### src/rtl/erase_sequencer.sv
module erase_sequencer #(
  parameter int NUM_BLOCKS    = 8,
  parameter int WINDOW_TICKS  = 80,
  parameter int RECOVER_TICKS = 5,
  parameter int ERASE_CYCLES  = 40,
  localparam int BW = $clog2(NUM_BLOCKS),
  localparam int WW = $clog2(WINDOW_TICKS + 1),
  localparam int RW = $clog2(RECOVER_TICKS + 1),
  localparam int EW = $clog2(ERASE_CYCLES + 1)
) (
  input  logic          clk,
  input  logic          rst_n,
  input  logic          tick,
  input  logic          cmd_block,
  input  logic [BW-1:0] blk_idx,
  input  logic          cmd_suspend,
  input  logic          cmd_resume,
  input  logic          cmd_reset,
  input  logic          status_rd,
  output logic          busy,
  output logic          toggle,
  output logic          window_closed,
  output logic          erasing,
  output logic          suspended,
  output logic          recovering,
  output logic [BW-1:0] cur_block
);

  typedef enum logic [2:0] {S_IDLE, S_WIN, S_ERASE, S_SUSP, S_REC} state_t;

  state_t                st;
  logic [NUM_BLOCKS-1:0] pend;
  logic [BW-1:0]         cur;
  logic [WW-1:0]         win_cnt;
  logic [RW-1:0]         rec_cnt;
  logic [EW-1:0]         ers_cnt;
  logic                  tog;

  function automatic logic [BW-1:0] lowest(input logic [NUM_BLOCKS-1:0] v);
    logic [BW-1:0] r;
    r = '0;
    for (int i = NUM_BLOCKS - 1; i >= 0; i--)
      if (v[i]) r = BW'(i);
    return r;
  endfunction

  logic [NUM_BLOCKS-1:0] new_bit, cur_bit, rem;
  assign new_bit = {{(NUM_BLOCKS-1){1'b0}}, 1'b1} << blk_idx;
  assign cur_bit = {{(NUM_BLOCKS-1){1'b0}}, 1'b1} << cur;
  assign rem     = pend & ~cur_bit;

  always_ff @(posedge clk or negedge rst_n) begin
    if (!rst_n) begin
      st      <= S_IDLE;
      pend    <= '0;
      cur     <= '0;
      win_cnt <= '0;
      rec_cnt <= '0;
      ers_cnt <= '0;
      tog     <= 1'b0;
    end else begin
      if (status_rd && (st == S_WIN || st == S_ERASE)) tog <= ~tog;
      case (st)
        S_IDLE: if (cmd_block) begin
          pend    <= new_bit;
          win_cnt <= '0;
          st      <= S_WIN;
        end
        S_WIN: begin
          if (cmd_reset) begin
            st <= S_REC; pend <= '0; rec_cnt <= '0;
          end else if (cmd_block) begin
            pend    <= pend | new_bit;
            win_cnt <= '0;
          end else if (tick) begin
            if (win_cnt == WW'(WINDOW_TICKS - 1)) begin
              st      <= S_ERASE;
              cur     <= lowest(pend);
              ers_cnt <= '0;
            end else begin
              win_cnt <= win_cnt + 1'b1;
            end
          end
        end
        S_ERASE: begin
          if (cmd_reset) begin
            st <= S_REC; pend <= '0; rec_cnt <= '0;
          end else if (cmd_suspend) begin
            st <= S_SUSP;
          end else if (ers_cnt == EW'(ERASE_CYCLES - 1)) begin
            pend    <= rem;
            ers_cnt <= '0;
            if (rem == '0) st <= S_IDLE;
            else cur <= lowest(rem);
          end else begin
            ers_cnt <= ers_cnt + 1'b1;
          end
        end
        S_SUSP: begin
          if (cmd_reset) begin
            st <= S_REC; pend <= '0; rec_cnt <= '0;
          end else if (cmd_resume) begin
            st <= S_ERASE;
          end
        end
        S_REC: if (tick) begin
          if (rec_cnt == RW'(RECOVER_TICKS - 1)) st <= S_IDLE;
          else rec_cnt <= rec_cnt + 1'b1;
        end
        default: st <= S_IDLE;
      endcase
    end
  end

  assign busy          = (st == S_WIN) || (st == S_ERASE) || (st == S_SUSP);
  assign window_closed = (st == S_ERASE) || (st == S_SUSP);
  assign erasing       = (st == S_ERASE);
  assign suspended     = (st == S_SUSP);
  assign recovering    = (st == S_REC);
  assign toggle        = tog;
  assign cur_block     = cur;

endmodule

### config.mk
export PLATFORM = sky130hd
export DESIGN_NAME = erase_sequencer
export DESIGN_NICKNAME = d
export VERILOG_FILES = /design/src/rtl/erase_sequencer.sv
export SDC_FILE = /design/constraint.sdc
export NUM_CORES = 1
export LEC_CHECK = 0
export ABC_AREA = 0
export ABC_CLOCK_PERIOD_IN_PS = 3400
export BUFFER_PORTS_ARGS = -buffer_cell sky130_fd_sc_hd__buf_2
export CORE_MARGIN = 10
export CORE_UTILIZATION = 41
export DETAILED_ROUTE_END_ITERATION = 16
export PLACE_DENSITY = 0.67
export SYNTH_ARGS = -nofsm -noshare
export SYNTH_HDL_FRONTEND = slang
export SYNTH_SLANG_ARGS = --single-unit
export TNS_END_PERCENT = 1
### constraint.sdc
create_clock -name clk -period 3.4 [get_ports clk]
set_clock_uncertainty 0.2 [all_clocks]
set_input_delay 0.17 -clock clk [delete_from_list [all_inputs] [get_ports clk]]
set_output_delay 0.17 -clock clk [all_outputs]
set_load 0.005 [all_outputs]
**Word-level counts from Yosys, hierarchy flattened**

Cells that the tools add are included.

- Bits in registers: 31
- Bits in latches: 0
- Bits in writable memories: 0
- ROM bits: 0
- Input bits: 11
- Output and inout port bits: 9
- Logic and storage cells: 130
- Memories: 0

- Add/sub/neg operators: 3
- Multipliers: 0
- Divide/modulo/power cells: 0
- Order comparisons: 0
- Equal/unequal tests: 32
- Shift operators: 2
- Mux-type cells: 65
- Bitwise operators: 4
- Reductions and logical operators: 17

Operators by type and width:

| operator | number |
|---|---|
| $mux 3 | 40 |
| $mux 8 | 7 |
| $mux 6 | 7 |
| $mux 7 | 5 |
| $pmux 8 s4 | 1 |
| $ne 3x3->1 const B | 7 |
| $ne 2x2->1 const B | 10 |
| $reduce_and 9->1 | 2 |
| $shl 1x3->8 const A | 2 |
| $pmux 3 s5 | 1 |
| $pmux 7 s2 | 1 |
| $pmux 3 s2 | 2 |
| $pmux 6 s2 | 1 |
| $and 8x8->8 | 1 |
| $logic_not 8->1 | 1 |
| $ne 2x1->1 const B | 4 |
| $ne 4x3->1 const B | 2 |
| $not 8->8 | 1 |
| $or 8x8->8 | 1 |
| $add 7x1->7 const B | 1 |
| $eq 7x7->1 const B | 1 |
| $reduce_and 7->1 | 1 |
| $add 6x1->6 const B | 1 |
| $eq 3x2->1 const B | 2 |
| other kinds (15) | 21 |

**Logic depth before layout (Yosys ltp)**

- Word-level depth: 16
- Gate-level depth with buffers: 8

**Worst setup path after synthesis**

No wires, ideal clock.

- Kind: flip-flop to flip-flop
- Start: reg win_cnt[0]
- End: reg st[0]
- Library setup time: 125 ps
- Arrival: 1,906 ps
- Data required time: 3,075 ps
- Path slack: 1,169 ps
- Stages on the path, launching flop included: 8
- Path buffers: 0
- Period minus slack after synthesis: 2,231 ps
- Path through: dfrtp_1 -> ha_1 -> nand2_1 -> or4_4 -> nor3b_2 -> o221a_2 -> o31ai_2 -> mux2_4

- Word-level cells in the longest chain between the ends: 3

Ends and longest elaborated chain:

| element | RTL line | text |
|---|---|---|
| from (decl) | 34 | `logic [WW-1:0] win_cnt;` |
| from (signal assigned) | 81 | `win_cnt <= win_cnt + 1'b1;` |
| $eq 7x7->1 | 76 | `if (win_cnt == WW'(WINDOW_TICKS - 1)) begin` |
| $ne 3x2->1 (no line) | -- |  |
| $reduce_and 9->1 (no line) | -- |  |
| to (signal assigned) | 77 | `st <= S_ERASE;` |
| to (signal assigned) | 87 | `st <= S_REC; pend <= '0; rec_cnt <= '0;` |
| to (signal assigned) | 89 | `st <= S_SUSP;` |
| to (decl) | 31 | `state_t st;` |

Every way passes these cells.
A chain may end at the register's enable or synchronous reset.

**Worst setup path after layout**

- Start: reg cur[0] (netlist: cur_block[0])
- End: reg st[0]

- Word-level cells in the longest chain between the ends: 6

Ends and longest elaborated chain:

| element | RTL line | text |
|---|---|---|
| from (decl) | 33 | `logic [BW-1:0] cur;` |
| from (signal assigned) | 78 | `cur <= lowest(pend);` |
| from (signal assigned) | 94 | `else cur <= lowest(rem);` |
| $shl 1x3->8 | 49 | `assign cur_bit = {{(NUM_BLOCKS-1){1'b0}}, 1'b1} << cur;` |
| $not 8->8 | 50 | `assign rem = pend & ~cur_bit;` |
| $and 8x8->8 | 50 |  |
| $logic_not 8->1 | 93 | `if (rem == '0) st <= S_IDLE;` |
| $ne 4x3->1 (no line) | -- |  |
| $reduce_and 9->1 (no line) | -- |  |
| to (signal assigned) | 54 | `st <= S_IDLE;` |
| to (signal assigned) | 93 |  |
| to (signal assigned) | 101 | `st <= S_REC; pend <= '0; rec_cnt <= '0;` |

Every way passes these cells.

==> impl_results.md <==
* Syn. warnings at 0
* Async set-or-reset flop fraction in the synthesized netlist at 100%
* Sum of net half-perimeters after detailed placement at 3.54 mm
* Final-stage net count at 282
* Routed vias at 1,922
* DIE WIDTH at 92.6 um
* Vias in the first global route at 1,818
* Crit path max fanout at 18
* Number of nets produced by synthesis at 264
* Register-to-register path setup slack at 950 ps
* Count of maximum capacitance violations at 0
* CTS H-tree lvls at 2
* Number of hold-slack violations in the final timing report at 0
* Total routing usage reported by global routing at 11.9%
* Number of top-level design ports at 20
* Antenna violations before repair at 0
* Count of nets left with antenna violations after detail routing at 0
* Synthesized flop and latch total at 31
* Diode count at 0
* VDD IR-drop max at 0.000478 V
* Average size of a mapped cell at 8.67 um2
* Outcome: completed
* Post-layout worst setup margin at 949 ps
* Startpoint Class: flip-flop
* Overall overflow remaining after global route at 0
* Drt via density at 5.69
* Netlist area before placement at 2160 um2
* Period minus WS final at 2450 ps
* Buffer depth of the longest clock path at 2
* Average detailed-routed wire length per instance at 14.6 um
* Final Routed Wirelength at 4.93 mm
* Post CTS Setup Buffer Count at 0
* CP Class: flip-flop to flip-flop
* Final total negative setup slack at 0 ps
* Setup-failing EPs final at 0
* Post-cts hold buffer count at 3
* Max Freq at 408 MHz
* Synth cell types at 58
* Headroom to the max-slew limit at 50.8%
* Count of port buffers added during placement at 19
* Pwr Density at 824 nW/um2
* RePlAce Congestion at 0.860
* Clock transition time at the flip-flop clock pins of the worst setup and hold paths at 70 ps
* DR DRC count at 0
* Worst EP required at 3370 ps
* Post-route total power at 2.01 mW
* Clock sinks at 31
* TritonCTS buffer count at 5
* First-pass GRT wire length at 8.53 mm
* Ratio of final minimum period to clock period at 72.1%
* Maximum number of pins on one net before global-route repair at 32
* Die Y at 92.6 um
* Slew @ Worst Pin at 733 ps
* Data arrival time of the worst path at 2420 ps
* Cell-by-cell trace of the critical path: mux2i_1 -> a311oi_1 -> a221oi_2 -> nor3b_2 -> o31ai_2 -> mux2_4
* Number of enable flip-flop cells after synthesis at 0
* Placement Setup Slack at 975 ps
* Crit-path slowest cell: dfrtp_1
* Clock root cell: clkbuf_8
* Starting DRT DRC Count at 90
* Core ar. at 5110 um2
* Delay of the slowest cell on the worst path at 660 ps
* Syn-to-layout area delta at 12.8%
* Sequential-to-total area share from yosys stat at 35.9%
* Number of rows in the core area at 26
* Static leakage at 1.01 nW
* Clock tree from TritonCTS: built
* Synth Instances at 249
* Setup repair after global routing missed its margin: no
* Commonest register cell after synthesis: dfrtp_1
* Max-slew violation count at 0
* Area of the die at 8570 um2
* Nature of the critical path endpoint: flip-flop
* Detailed-router iteration count before antenna repair at 4
* Initial Utilization at 42.3%
* Count of cells resized by post-cts repair at 0
* Clock latency on the worst-skew pair at 280 ps
* Hold Crit Class: input pin to flip-flop
* Layout cells sized above 1 at 14.9%
## synthesized netlist by cell type (2+ instances only)
cell type	count	area [um2]
nand2_1	28	105
dfrtp_1	31	776
nor3b_2	2	25.0
o22ai_1	5	31.3
buf_2	4	20.0
nor3_1	8	40.0
nor3b_1	2	15.0
o2111ai_1	2	17.5
or3_1	3	18.8
o21ai_0	16	80.1
or4_4	2	22.5
o21bai_1	2	15.0
a21o_1	2	15.0
nand3_1	11	55.1
clkbuf_1	4	15.0
o32ai_1	2	17.5
nand4_1	5	31.3
o31ai_1	6	45.0
and3_1	2	12.5
nor2_1	22	82.6
a21oi_1	7	35.0
nor2b_1	5	31.3
a31oi_1	5	31.3
nand2b_1	5	31.3
a211oi_1	2	15.0
mux2i_1	3	30.0
ha_1	4	50.1
a22o_1	8	70.1
xnor2_1	2	17.5
o41ai_1	3	26.3
xor2_1	5	43.8
inv_1	15	56.3
## sequential cells by signal (all words and copies together), names as in the netlist
name	count
cur_block	3
pend	8
win_cnt	7
toggle	1
rec_cnt	3
ers_cnt	6
st	3
## cell type report
type	count	area, um2
Clock buffer	6	82.6
Clock inverter	2	35.0
Fill cell	518	2670
Inverter	15	56.3
Multi-Input combinational cell	192	1270
Sequential cell	31	776
Tap cell	70	87.6
Timing Repair Buffer	22	125
## final timing paths
check                        startpoint    endpoint  cells after the start
max reg2reg                cur_block[0]       st[0]                      6
min                          blk_idx[2]     pend[7]                      3
min in group asynchronous         rst_n       st[2]                      2
max in group asynchronous         rst_n  win_cnt[4]                      2
min reg2reg                      toggle      toggle                      1
max                        cur_block[0]       st[0]                      6
## power by group
| part | internal, mW | total (mW) | switching [mW] |
|---|---|---|---|
| Combinational | 0.407 | 0.905 | 0.498 |
| Clock | 0.237 | 0.377 | 0.140 |
| Sequential | 0.478 | 0.724 | 0.246 |
| Total | 1.12 | 2.01 | 0.884 |
## metal layers
| metal | part of all wire, % | track usage [%] | routed length [um] | vias up |
|---|---|---|---|---|
| met1 | 50 | 15.7 | 2480 | 911 |
| met2 | 44 | 18.1 | 2160 | 44 |
| met4 | 0.73 | 3.98 | 36 | 0 |
| li1 | - | - | - | 963 |
| met3 | 5.1 | 3.39 | 253 | 4 |
| met5 | 0 | 0 | 0 | - |
## stage by stage
step	instances	instance area (um2)	util (%)	hold WS [ps]
floorplan	249	2160	-	-326
global placement	327	2290	44.8	60.4
detailed placement	327	2290	44.8	65.5
CTS	338	2430	47.6	0.293
global route	338	2430	47.6	24.9
finish	338	2430	47.6	7.44
## layout by cell type (no fill, tap or decap), types with 3 or more instances in the layout
| master | count |
|---|---|
| nand2b_1 | 5 |
| o41ai_1 | 3 |
| nor3_1 | 8 |
| ha_1 | 4 |
| nand4_1 | 5 |
| buf_2 | 19 |
| o22ai_1 | 5 |
| nor2b_1 | 5 |
| a31oi_1 | 5 |
| inv_1 | 15 |
| dfrtp_1 | 31 |
| clkbuf_8 | 6 |
| nor2_1 | 22 |
| mux2i_1 | 3 |
| or3_1 | 3 |
| dlygate4sd3_1 | 3 |
| xor2_1 | 5 |
| nand3_1 | 11 |
| nand2_1 | 28 |
| a21oi_1 | 7 |
| o31ai_1 | 6 |
| a22o_1 | 8 |
| o21ai_0 | 16 |
## kinds of logic after synthesis
group	after synthesis	share of synthesized area (%)
simple gates	102	24.8
xor+xnor	7	2.84
buf+inv	26	5.16
fa+ha+maj	4	2.32
mux	4	2.09
flops	31	35.9
compound gates	75	26.8
## worst max-delay path, delay by kind of cell, from the launching register on
family,cells,cell delay [ps]
multiplexers,2,500
AO/OA/AOI/OAI,3,770
flip-flops,1,660
AND/OR/NAND/NOR,1,200
Power figures use the tool's default switching activity.
